--- src/rtl/ig_pkg.sv ---
package ig_pkg;
  typedef enum logic {
    IG_PASS = 1'b0,
    IG_HOLD = 1'b1
  } ig_mode_e;

  localparam int IG_DEFAULT_SYNC = 2;
endpackage

--- src/rtl/ig_sync_chain.sv ---
module ig_sync_chain #(
  parameter int W     = 1,
  parameter int DEPTH = 2
) (
  input  logic         clk,
  input  logic         rst,
  input  logic [W-1:0] d,
  output logic [W-1:0] q
);
  logic [W-1:0] stg [DEPTH];

  always_ff @(posedge clk) begin
    if (rst) stg[0] <= '0;
    else     stg[0] <= d;
  end

  for (genvar k = 1; k < DEPTH; k++) begin : g_stage
    always_ff @(posedge clk) begin
      if (rst) stg[k] <= '0;
      else     stg[k] <= stg[k-1];
    end
  end

  assign q = stg[DEPTH-1];
endmodule

--- src/rtl/ig_rail_pick.sv ---
module ig_rail_pick #(
  parameter int NCAND    = 4,
  parameter int RAIL_IDX = 0,
  parameter int DEPTH    = 2
) (
  input  logic             clk,
  input  logic             rst,
  input  logic [NCAND-1:0] cand,
  output logic             rail_s
);
  logic pick;

  assign pick = cand[RAIL_IDX];

  ig_sync_chain #(.W(1), .DEPTH(DEPTH)) u_rail_sync (
    .clk (clk),
    .rst (rst),
    .d   (pick),
    .q   (rail_s)
  );
endmodule

--- src/rtl/ig_hold_cell.sv ---
module ig_hold_cell
  import ig_pkg::*;
(
  input  logic clk,
  input  logic rst,
  input  logic rail,
  input  logic sel,
  input  logic d,
  output logic q
);
  ig_mode_e mode;

  assign mode = (rail && sel) ? IG_HOLD : IG_PASS;

  always_ff @(posedge clk) begin
    if (rst)                  q <= 1'b0;
    else if (mode == IG_PASS) q <= d;
  end
endmodule

--- src/rtl/input_gate_hold.sv ---
module input_gate_hold
  import ig_pkg::*;
#(
  parameter int N           = 8,
  parameter int NCAND       = 4,
  parameter int RAIL_IDX    = 2,
  parameter int SYNC_STAGES = IG_DEFAULT_SYNC
) (
  input  logic             clk,
  input  logic             rst,
  input  logic [N-1:0]     pin_in,
  input  logic [N-1:0]     part_mask,
  input  logic [NCAND-1:0] rail_cand,
  output logic [N-1:0]     core_out,
  output logic             rail_obs
);
  localparam int BUNDLE_W = 2 * N;

  logic [BUNDLE_W-1:0] bundle_raw;
  logic [BUNDLE_W-1:0] bundle_s;
  logic [N-1:0]        pin_s;
  logic [N-1:0]        mask_s;
  logic                rail_s;

  assign bundle_raw = {part_mask, pin_in};

  ig_sync_chain #(.W(BUNDLE_W), .DEPTH(SYNC_STAGES)) u_in_sync (
    .clk (clk),
    .rst (rst),
    .d   (bundle_raw),
    .q   (bundle_s)
  );

  assign pin_s  = bundle_s[N-1:0];
  assign mask_s = bundle_s[BUNDLE_W-1:N];

  ig_rail_pick #(.NCAND(NCAND), .RAIL_IDX(RAIL_IDX), .DEPTH(SYNC_STAGES)) u_rail (
    .clk    (clk),
    .rst    (rst),
    .cand   (rail_cand),
    .rail_s (rail_s)
  );

  assign rail_obs = rail_s;

  for (genvar i = 0; i < N; i++) begin : g_pin
    ig_hold_cell u_cell (
      .clk  (clk),
      .rst  (rst),
      .rail (rail_s),
      .sel  (mask_s[i]),
      .d    (pin_s[i]),
      .q    (core_out[i])
    );

    // a blocked participating pin does not move
    a_r3_hold_frozen: assert property (@(posedge clk) disable iff (rst)
      (rail_s && mask_s[i]) |=> $stable(core_out[i]));

    // an open pin follows its synchronized value
    a_r2_pass_when_open: assert property (@(posedge clk) disable iff (rst)
      !rail_s |=> (core_out[i] == $past(pin_s[i])));

    // an unmasked pin follows even under the rail
    a_r4_unmasked_pass: assert property (@(posedge clk) disable iff (rst)
      !mask_s[i] |=> (core_out[i] == $past(pin_s[i])));
  end

  // reset clears the outputs
  a_r1_reset_clear: assert property (@(posedge clk)
    rst |=> (core_out == '0 && rail_obs == 1'b0));
endmodule

--- config.mk ---
export PLATFORM = sky130hd
export DESIGN_NAME = input_gate_hold
export DESIGN_NICKNAME = d
export VERILOG_FILES = /design/src/rtl/ig_pkg.sv /design/src/rtl/ig_sync_chain.sv /design/src/rtl/ig_rail_pick.sv /design/src/rtl/ig_hold_cell.sv /design/src/rtl/input_gate_hold.sv
export SDC_FILE = /design/constraint.sdc
export NUM_CORES = 1
export LEC_CHECK = 0
export ABC_AREA = 1
export BUFFER_PORTS_ARGS = -buffer_cell sky130_fd_sc_hd__buf_2
export CAP_MARGIN = 20
export CORE_MARGIN = 2
export CORE_UTILIZATION = 46
export DETAILED_ROUTE_END_ITERATION = 10
export PLACE_DENSITY = 0.73
export SLEW_MARGIN = 40
export SYNTH_ARGS = -nofsm -noshare
export SYNTH_HDL_FRONTEND = slang
export SYNTH_HIERARCHICAL = 1
export SYNTH_SLANG_ARGS = --single-unit
--- constraint.sdc ---
create_clock -name clk -period 0.8 [get_ports clk]
set_input_delay 0.12 -clock clk [delete_from_list [all_inputs] [get_ports clk]]
set_output_delay 0.12 -clock clk [all_outputs]
set_load 0.02 [all_outputs]
==> results of run 1 <==
-- stage by stage --
stage | area [sq um] | setup slack [ns] | hold slack, ns
6_report | 1920 | -0.163 | 0.0162
5_1_grt | 1920 | -0.219 | 0.0185
4_1_cts | 1880 | -0.182 | 0.000446
3_5_place_dp | 1520 | 0.0301 | 0.325
3_3_place_gp | 1520 | 0.0476 | 0.318
2_1_floorplan | 1340 | 0.0493 | 0.184
-- final timing paths --
check / depth (start not counted) / slack [ns] / startpoint / end
worst min register to register: 2 / 0.40 / u_in_sync/stg[0][13]$_SDFF_PP0_ / u_in_sync/stg[1][13]$_SDFF_PP0_
worst max register to register: 5 / -0.16 / u_rail/u_rail_sync/stg[1]$_SDFF_PP0_ / g_pin[1].u_cell/q$_SDFFE_PP0N_
worst max-delay path: 1 / -0.16 / u_rail/u_rail_sync/stg[1]$_SDFF_PP0_ / rail_obs
worst min-delay path: 2 / 0.02 / rst / u_rail/u_rail_sync/stg[0]$_SDFF_PP0_
-- layer usage --
metal | part of all wire | GRT usage
met1 | 0.43 | 0.135
met2 | 0.50 | 0.239
met3 | 0.045 | 0.0603
met4 | 0.025 | 0.0797
met5 | 0 | 0
-- kinds of logic (layout without fill, tap and decap cells) --
kind of cell  after synthesis  count (layout)
simple gates               74              74
flops                      42              42
buf+inv                    53             107
-- power breakdown --
group,leakage (nW),total [mW],internal [mW],switching [mW]
Sequential,0.351,2.22,2.18,0.0371
Combinational,0.711,0.338,0.191,0.147
Clock,0.0312,1.02,0.342,0.676
-- area by class of cell --
| type | instances | area, sq um | share of cell area |
|---|---|---|---|
| Timing Repair Buffer | 49 | 439 | 0.229 |
| Clock inverter | 3 | 21.3 | 0.0111 |
| Clock buffer | 5 | 37.5 | 0.0196 |
| Sequential cell | 42 | 855 | 0.445 |
| Multi-Input combinational cell | 74 | 340 | 0.177 |
| Inverter | 50 | 188 | 0.0978 |
| Tap cell | 31 | 38.8 | 0.0202 |
-- registers in the layout, summed over array words and instances (netlist names) --
signal,cells
u_in_sync/stg,32
u_rail/u_rail_sync/stg,2
g_pin.u_cell/q,8
-- placed cells by master, fill, tap and decap left out --
cell type / Yosys / layout
nand2_1: 24 / 15
buf_2: 0 / 18
nand2_4: 0 / 7
nor2_2: 0 / 2
clkinv_2: 0 / 1
inv_1: 50 / 50
buf_12: 0 / 3
clkinvlp_4: 0 / 1
nor2_1: 50 / 48
dfxtp_1: 42 / 33
dlygate4sd3_1: 0 / 18
dfxtp_4: 0 / 1
clkinv_4: 0 / 1
nand2_2: 0 / 2
dfxtp_2: 0 / 8
clkbuf_4: 0 / 5
buf_6: 3 / 9
buf_4: 0 / 1
-- what timing repair did --
action	in CTS	in global routing
pin swaps	6	1
setup buffers	2	1
hold endpoints to repair	18	0
hold buffers	18	0
endpoints found under the setup margin	10	17
cloned	0	0
resized for setup	38	12
==> flow_metrics.tcl, run 1 <==
set metrics [dict create \
    synth_top_family_by_area "simple AND/OR/NAND/NOR gates" \
    max-cap-violations 0 \
    crit_path_end_kind "primary output" \
    die_h_microns 58.0 \
    synthTopCellsByCount "inv_1 (50), nor2_1 (50), dfxtp_1 (42)" \
    ctsRootBufferMaster "clkbuf_4" \
    tns_ns -2.34 \
    cts_buffers 5 \
    cts.clk_slew.worst_paths_ns 0.12 \
    antenna_cells 0 \
    yosys.area_share.xor_xnor 0 \
    fin_crit_ns 0.963 \
    avgSynthCellArea_sq_um 7.93 \
    cp_cell_sequence "buf_6" \
    synth_top_area_cell "dfxtp_1" \
    drc 0 \
    arrival_ns 0.84 \
    drt_iter0_drc 21 \
    grt_usage 0.138 \
    synth_cell_types 5 \
    fin_total_pwr_mw 3.58 \
    critPathKind "reg2out" \
    fin_cells 254 \
    crit_path_max_fanout 2 \
    power.leakage_nw 1.09 \
    gp_congestion 0.669 \
    vias 1001 \
    ant_nets 0 \
    synthSimpleGateAreaFrac 0.207 \
    muxShareOfSynthArea 0 \
    grt_max_degree 23 \
    fmax_mhz 1040 \
    port_buffers 27 \
    num_io_pins 31 \
    cts_tree "yes" \
    grt_pass1_wl_microns 3320 \
    violations "negative setup slack" \
    detail_route.vias_per_cell 3.94 \
    async_reset_ff_frac 0 \
    setup_ws_ns -0.163 \
    cp_data_required_time_ns 0.68 \
    startpoint_type "register" \
    dp_cells 226 \
    nets 244 \
    wirelength_microns 2060 \
    rsz0062_at_grt "true" \
    hold_viol_final 0 \
    synth_cells 169 \
    core_area_sq_um 2760 \
    period_share 1.20 \
    clock_latency_ns 0.35 \
    clockBufferDepth 2 \
    grt_remaining_overflow 0 \
    finalSetupViolCount 17 \
    drt_first_pass_iters 4 \
    critical_path.top_delay_family "flip-flops" \
    netlist.area_leader.share 0.627 \
    num-fill-cells 203 \
    area_growth_pct 43.2 \
    die-area_sq_um 3360 \
    synth_edf_count 0 \
    tightest_slew_ns 0.139 \
    crit_path_top_delay_cell "dfxtp_4" \
    dpl.hpwl_microns 1190 \
    drv_slew 0 \
    clock_skew_ns 0.00643 \
    synth-adder-area-share 0 \
    worst_hold_path_type "in2reg" \
    synth_compound_area_frac 0 \
    slew_headroom 0.907 \
    peakVddDrop_v 0.00181 \
    critPathBufInv 1 \
    yosys_register_bits 42 \
    p_per_area_nw_per_um2 1860 \
    syn_area_sq_um 1340 \
    yosysWarnings 6 \
    rows 19 \
    cpPeakStageDelay_ns 0.37 \
    dieWidth_microns 58.0 \
    utilization 0.696 \
    syn_nets 191 \
    drive_above_1_share 0.265 \
    synthTopCellsByArea "dfxtp_1 (63%), inv_1 (14%), nor2_1 (14%)" \
    yosysSeqAreaShare 0.627 \
    antenna_found_initial 0 \
    wl_per_cell_microns 8.11 \
    clock-sinks 42 \
    synth_top_flop_cell "dfxtp_1" \
    status "finished with violations" \
    start_util 0.486 \
    grt_pass1_vias 840 \
    htree_levels 2 \
]
Note: power is estimated with default switching activity, not from simulation.
==> run 2, diff against run 1 <==
- ABC_CLOCK_PERIOD_IN_PS: unset -> 900
- CORE_UTILIZATION: 46 -> 51
- PLACE_DENSITY: 0.73 -> 0.76
- clock period: 0.8 -> 0.9 ns (I/O delays scaled with it)
==> flow_metrics.tcl, run 2 (same netlist as run 1, synthesis figures left out) <==
set metrics [dict create \
    startpoint_type "register" \
    slew_headroom 0.889 \
    gp_congestion 0.671 \
    antenna_found_initial 0 \
    worst_hold_path_type "in2reg" \
    area_growth_pct 35.4 \
    critical_path.top_delay_family "flip-flops" \
    crit_path_max_fanout 2 \
    cts_buffers 5 \
    wl_per_cell_microns 8.18 \
    num_io_pins 31 \
    period_share 1.05 \
    regArea_sq_um 855 \
    ant_nets 0 \
    multi_input_area_sq_um 278 \
    top_regs "u_in_sync/stg x32, g_pin.u_cell/q x8, u_rail/u_rail_sync/stg x2" \
    crit_path_top_delay_cell "dfxtp_4" \
    start_util 0.541 \
    port_buffers 27 \
    clock_latency_ns 0.33 \
    die_h_microns 55.3 \
    cts.clk_slew.worst_paths_ns 0.11 \
    wirelength_microns 2050 \
    htree_levels 2 \
    detail_route.vias_per_cell 4.02 \
    rsz0062_at_grt "true" \
    clock_skew_ns 0.00492 \
    tightest_slew_ns 0.167 \
    final_cell_mix "nor2_1 (50), inv_1 (50), dfxtp_1 (33)" \
    grt_pass1_vias 934 \
    cts_tree "yes" \
    dieWidth_microns 55.3 \
    num-fill-cells 193 \
    post-place-ws_ns -0.0699 \
    status "finished with violations" \
    hp-start "rst" \
    drt_first_pass_iters 4 \
    drt_iter0_drc 9 \
    crit_start "u_rail/u_rail_sync/stg[1]$_SDFF_PP0_" \
    critPathBufInv 1 \
    setup_ws_ns -0.0477 \
    rows 18 \
    grt_max_degree 43 \
    crit_path_end_kind "primary output" \
    clock-sinks 42 \
    hold_slack_ns 0.187 \
    finalInstanceArea_sq_um 1810 \
    fmax_mhz 1060 \
    largest_reg_flops 32 \
    drive_above_1_share 0.208 \
    core_area_sq_um 2480 \
    dpl.hpwl_microns 1300 \
    grt_usage 0.154 \
    placed_area_sq_um 1500 \
    p_per_area_nw_per_um2 1730 \
    fin_crit_ns 0.948 \
    worstReg2RegStart "u_rail/u_rail_sync/stg[1]$_SDFF_PP0_" \
    vias 1008 \
    top_register "u_in_sync/stg" \
    grt_pass1_wl_microns 3570 \
    drv_slew 0 \
    cpPeakStageDelay_ns 0.36 \
    die-area_sq_um 3050 \
    grt_remaining_overflow 0 \
    max-cap-violations 0 \
    cp_data_required_time_ns 0.76 \
    nets 242 \
    clockBufferDepth 2 \
    finalSetupViolCount 9 \
    ctsRootBufferMaster "clkbuf_4" \
    critPathKind "reg2out" \
    cp_cell_sequence "buf_6" \
    antenna_cells 0 \
    arrival_ns 0.81 \
    hold_viol_final 0 \
    drc 0 \
    violations "negative setup slack" \
    power.leakage_nw 0.990 \
    peakVddDrop_v 0.00139 \
]
==> run 2: cell count changes in the layout (fill, tap and decap cells not counted) <==
cell,previous run,this run
buf_12,3,1
nand2_2,2,0
clkinvlp_4,1,0
clkbuf_8,0,1
clkinv_4,1,0
nand2_1,15,24
dlygate4sd3_1,18,17
nor2_2,2,0
buf_4,1,2
clkbuf_1,0,1
nor2_1,48,50
nand2_4,7,0
==> run 2: power by group <==
group	switching (mW)	total, mW	internal, mW
sequential	0.0254	1.97	1.94
combinational	0.124	0.273	0.150
clock	0.527	0.906	0.379
total	0.676	3.14	2.47
==> run 2: final timing paths <==
kind / to / slack, ns / cells after the start
worst min register to register: u_rail/u_rail_sync/stg[1]$_SDFF_PP0_ / 0.41 / 2
worst max register to register: g_pin[3].u_cell/q$_SDFFE_PP0N_ / 0.03 / 4
worst max-delay path: rail_obs / -0.05 / 1
worst min-delay path: u_rail/u_rail_sync/stg[1]$_SDFF_PP0_ / 0.19 / 3
==> run 2: layout make-up <==
type	instances	share of cell area
clock buffer	7	0.0303
clock inverter	1	0.00276
inverter	50	0.103
multi-input combinational	74	0.153
sequential	42	0.471
tap	30	0.0207
timing repair buffer	47	0.219
==> run 2: routing by layer <==
metal	track usage	routed length [microns]	vias to the layer above
li1	-	-	560
met2	0.270	1040	26
met3	0.0539	101	7
met4	0.122	57	0
met1	0.142	851	415
met5	0	0	-
==> run 2: timing repair <==
action | CTS | global route
gates cloned | 0 | 0
buffers inserted | 2 | 0
hold buffers | 17 | 0
gates resized for setup | 28 | 0
setup endpoints to repair | 17 | 14
endpoints found under the hold margin | 17 | 0
==> run 2: stage by stage <==
step | cells | setup TNS, ns | total power, mW | utilization
CTS | 251 | -0.400 | 3.18 | 0.732
global placement | 224 | 0 | 2.19 | 0.605
detailed placement | 224 | -0.155 | 2.20 | 0.605
floorplan | 169 | 0 | 2.13 | -
global route | 251 | -0.819 | 3.31 | 0.732
finish | 251 | -0.270 | 3.14 | 0.732
==> run 3, diff against run 2 <==
- CORE_UTILIZATION: 51 -> 54
- CTS_BUF_LIST: unset -> sky130_fd_sc_hd__clkbuf_8
- PLACE_DENSITY: 0.76 -> 0.8
==> flow_metrics.tcl, run 3 (same netlist as run 1, synthesis figures left out) <==
set metrics [dict create \
    largest_reg_flops 32 \
    finalSetupViolCount 1 \
    fin_crit_ns 0.907 \
    drv_slew 0 \
    dieWidth_microns 53.8 \
    violations "negative setup slack" \
    tns_ns -0.00741 \
    grt_pass1_vias 753 \
    pwr-share-seq 0.556 \
    cts_buffers 5 \
    gp_congestion 0.690 \
    crit_path_max_fanout 2 \
    cp_cell_sequence "buf_6" \
    wl_per_cell_microns 9.04 \
    slew_headroom 0.888 \
    vias 955 \
    fin_total_pwr_mw 3.54 \
    detail_route.vias_per_cell 4.05 \
    worstHoldEndpoint "u_in_sync/stg[0][6]$_SDFF_PP0_" \
    dp_cells 224 \
    p_per_area_nw_per_um2 2050 \
    clockBufferDepth 2 \
    drive_above_1_share 0.272 \
    startpoint_type "register" \
    die_h_microns 53.8 \
    clock_skew_ns 0.00802 \
    rsz0062_at_grt "true" \
    peakVddDrop_v 0.00145 \
    core_area_sq_um 2410 \
    antenna_found_initial 0 \
    start_util 0.556 \
    utilization 0.718 \
    drc 0 \
    r2r.worst_path.cells 5 \
    grt_max_degree 43 \
    fmax_mhz 1100 \
    placed_area_sq_um 1500 \
    drt_iter0_drc 21 \
    worst_hold_path_type "in2reg" \
    p_switching_mw 0.717 \
    drt_first_pass_iters 4 \
    clock_latency_ns 0.29 \
    tightest_slew_ns 0.167 \
    top_register "u_in_sync/stg" \
    top_regs "u_in_sync/stg x32, g_pin.u_cell/q x8, u_rail/u_rail_sync/stg x2" \
    arrival_ns 0.77 \
    hold_depth 3 \
    grt_remaining_overflow 0 \
    period_share 1.01 \
    htree_levels 2 \
    status "finished with violations" \
    p_int_mw 2.82 \
    antenna_cells 0 \
    finalInstanceArea_sq_um 1730 \
    nets 227 \
    r2r_slack_ns 0.03 \
    dpl.hpwl_microns 1350 \
    grt_pass1_wl_microns 3070 \
    num_io_pins 31 \
    cts.clk_slew.worst_paths_ns 0.07 \
    ctsRootBufferMaster "clkbuf_8" \
    die-area_sq_um 2900 \
    wirelength_microns 2130 \
    num-fill-cells 176 \
    post-place-ws_ns -0.0412 \
    cpPeakStageDelay_ns 0.36 \
    area_growth_pct 29.1 \
    clock-sinks 42 \
    sw_frac_of_total 0.203 \
    final_cell_mix "inv_1 (50), nor2_1 (47), dfxtp_1 (33)" \
    critical_path.top_delay_family "flip-flops" \
    r2r-end "g_pin[1].u_cell/q$_SDFFE_PP0N_" \
    power_frac_comb 0.064 \
    hold_viol_final 0 \
    ant_nets 0 \
    crit_path_end_kind "primary output" \
    power.leakage_nw 0.952 \
    setup_ws_ns -0.00741 \
    cp_data_required_time_ns 0.76 \
    final_common_cell "inv_1" \
    hp-start "pin_in[6]" \
    grt_usage 0.158 \
    clkPwrFrac 0.379 \
    critPathKind "reg2out" \
    crit_path_top_delay_cell "dfxtp_4" \
    max-cap-violations 0 \
    hold_slack_ns 0.0448 \
    fin_cells 236 \
    critPathBufInv 1 \
    port_buffers 27 \
    ctsHoldBuffers 0 \
    worstReg2RegStart "u_rail/u_rail_sync/stg[1]$_SDFF_PP0_" \
    cts_tree "yes" \
    rows 18 \
]
==> run 3: changes by cell type in the layout (fill, tap and decap cells not counted), sizes merged <==
cell         previous run  this run
clkbuf                  7         8
buf                    30        32
clkinv                  1         0
dlygate4sd3            17         0
==> run 3: metal layers <==
layer	up-vias	GRT usage	share of wire
met1	405	0.157	0.41
met5	-	0	0
li1	525	-	-
met2	23	0.285	0.53
met4	0	0.0641	0.014
met3	2	0.0667	0.048
==> run 3: worst max-delay path by stage <==
| stage | start | to | slack, ns | depth (start not counted) |
|---|---|---|---|---|
| 5_1_grt | u_rail/u_rail_sync/stg[1]$_SDFF_PP0_ | rail_obs | -0.03 | 1 |
| 4_1_cts | u_rail/u_rail_sync/stg[1]$_SDFF_PP0_ | rail_obs | -0.01 | 1 |
| 2_1_floorplan | u_rail/u_rail_sync/stg[1]$_SDFF_PP0_ | g_pin[0].u_cell/q$_SDFFE_PP0N_ | 0.02 | 3 |
| 6_report | u_rail/u_rail_sync/stg[1]$_SDFF_PP0_ | rail_obs | -0.007 | 1 |
| 3_3_place_gp | u_rail/u_rail_sync/stg[1]$_SDFF_PP0_ | rail_obs | 0.04 | 1 |
| 3_5_place_dp | u_rail/u_rail_sync/stg[1]$_SDFF_PP0_ | g_pin[2].u_cell/q$_SDFFE_PP0N_ | -0.04 | 3 |
==> run 3: timing repair <==
item	CTS	global route
pin swaps	0	1
resized for setup	27	9
setup endpoints to repair	14	10
setup buffers	2	2
==> run 3: area by class of cell <==
type                       instances  area [sq um]  area share
sequential                        42           855       0.494
multi-input combinational         74           295       0.171
timing repair buffer              32           245       0.142
inverter                          50           188       0.108
clock buffer                       8           110      0.0636
tap                               30          37.5      0.0217
==> run 3: worst reg2reg max path, delay by kind of cell, from the launching register on <==
family	cells	cell delay [ns]
flops	1	0.36
simple gates	4	0.31
buf+inv	1	0.13
==> run 3: power groups by stage <==
stage               sequential [mW]  clock (mW)  combinational [mW]
finish                         1.97        1.34               0.228
global route                   1.97        1.45               0.258
CTS                            1.97        1.38               0.218
detailed placement             2.01           0               0.194
global placement               2.01           0               0.183
floorplan                      2.02           0               0.106
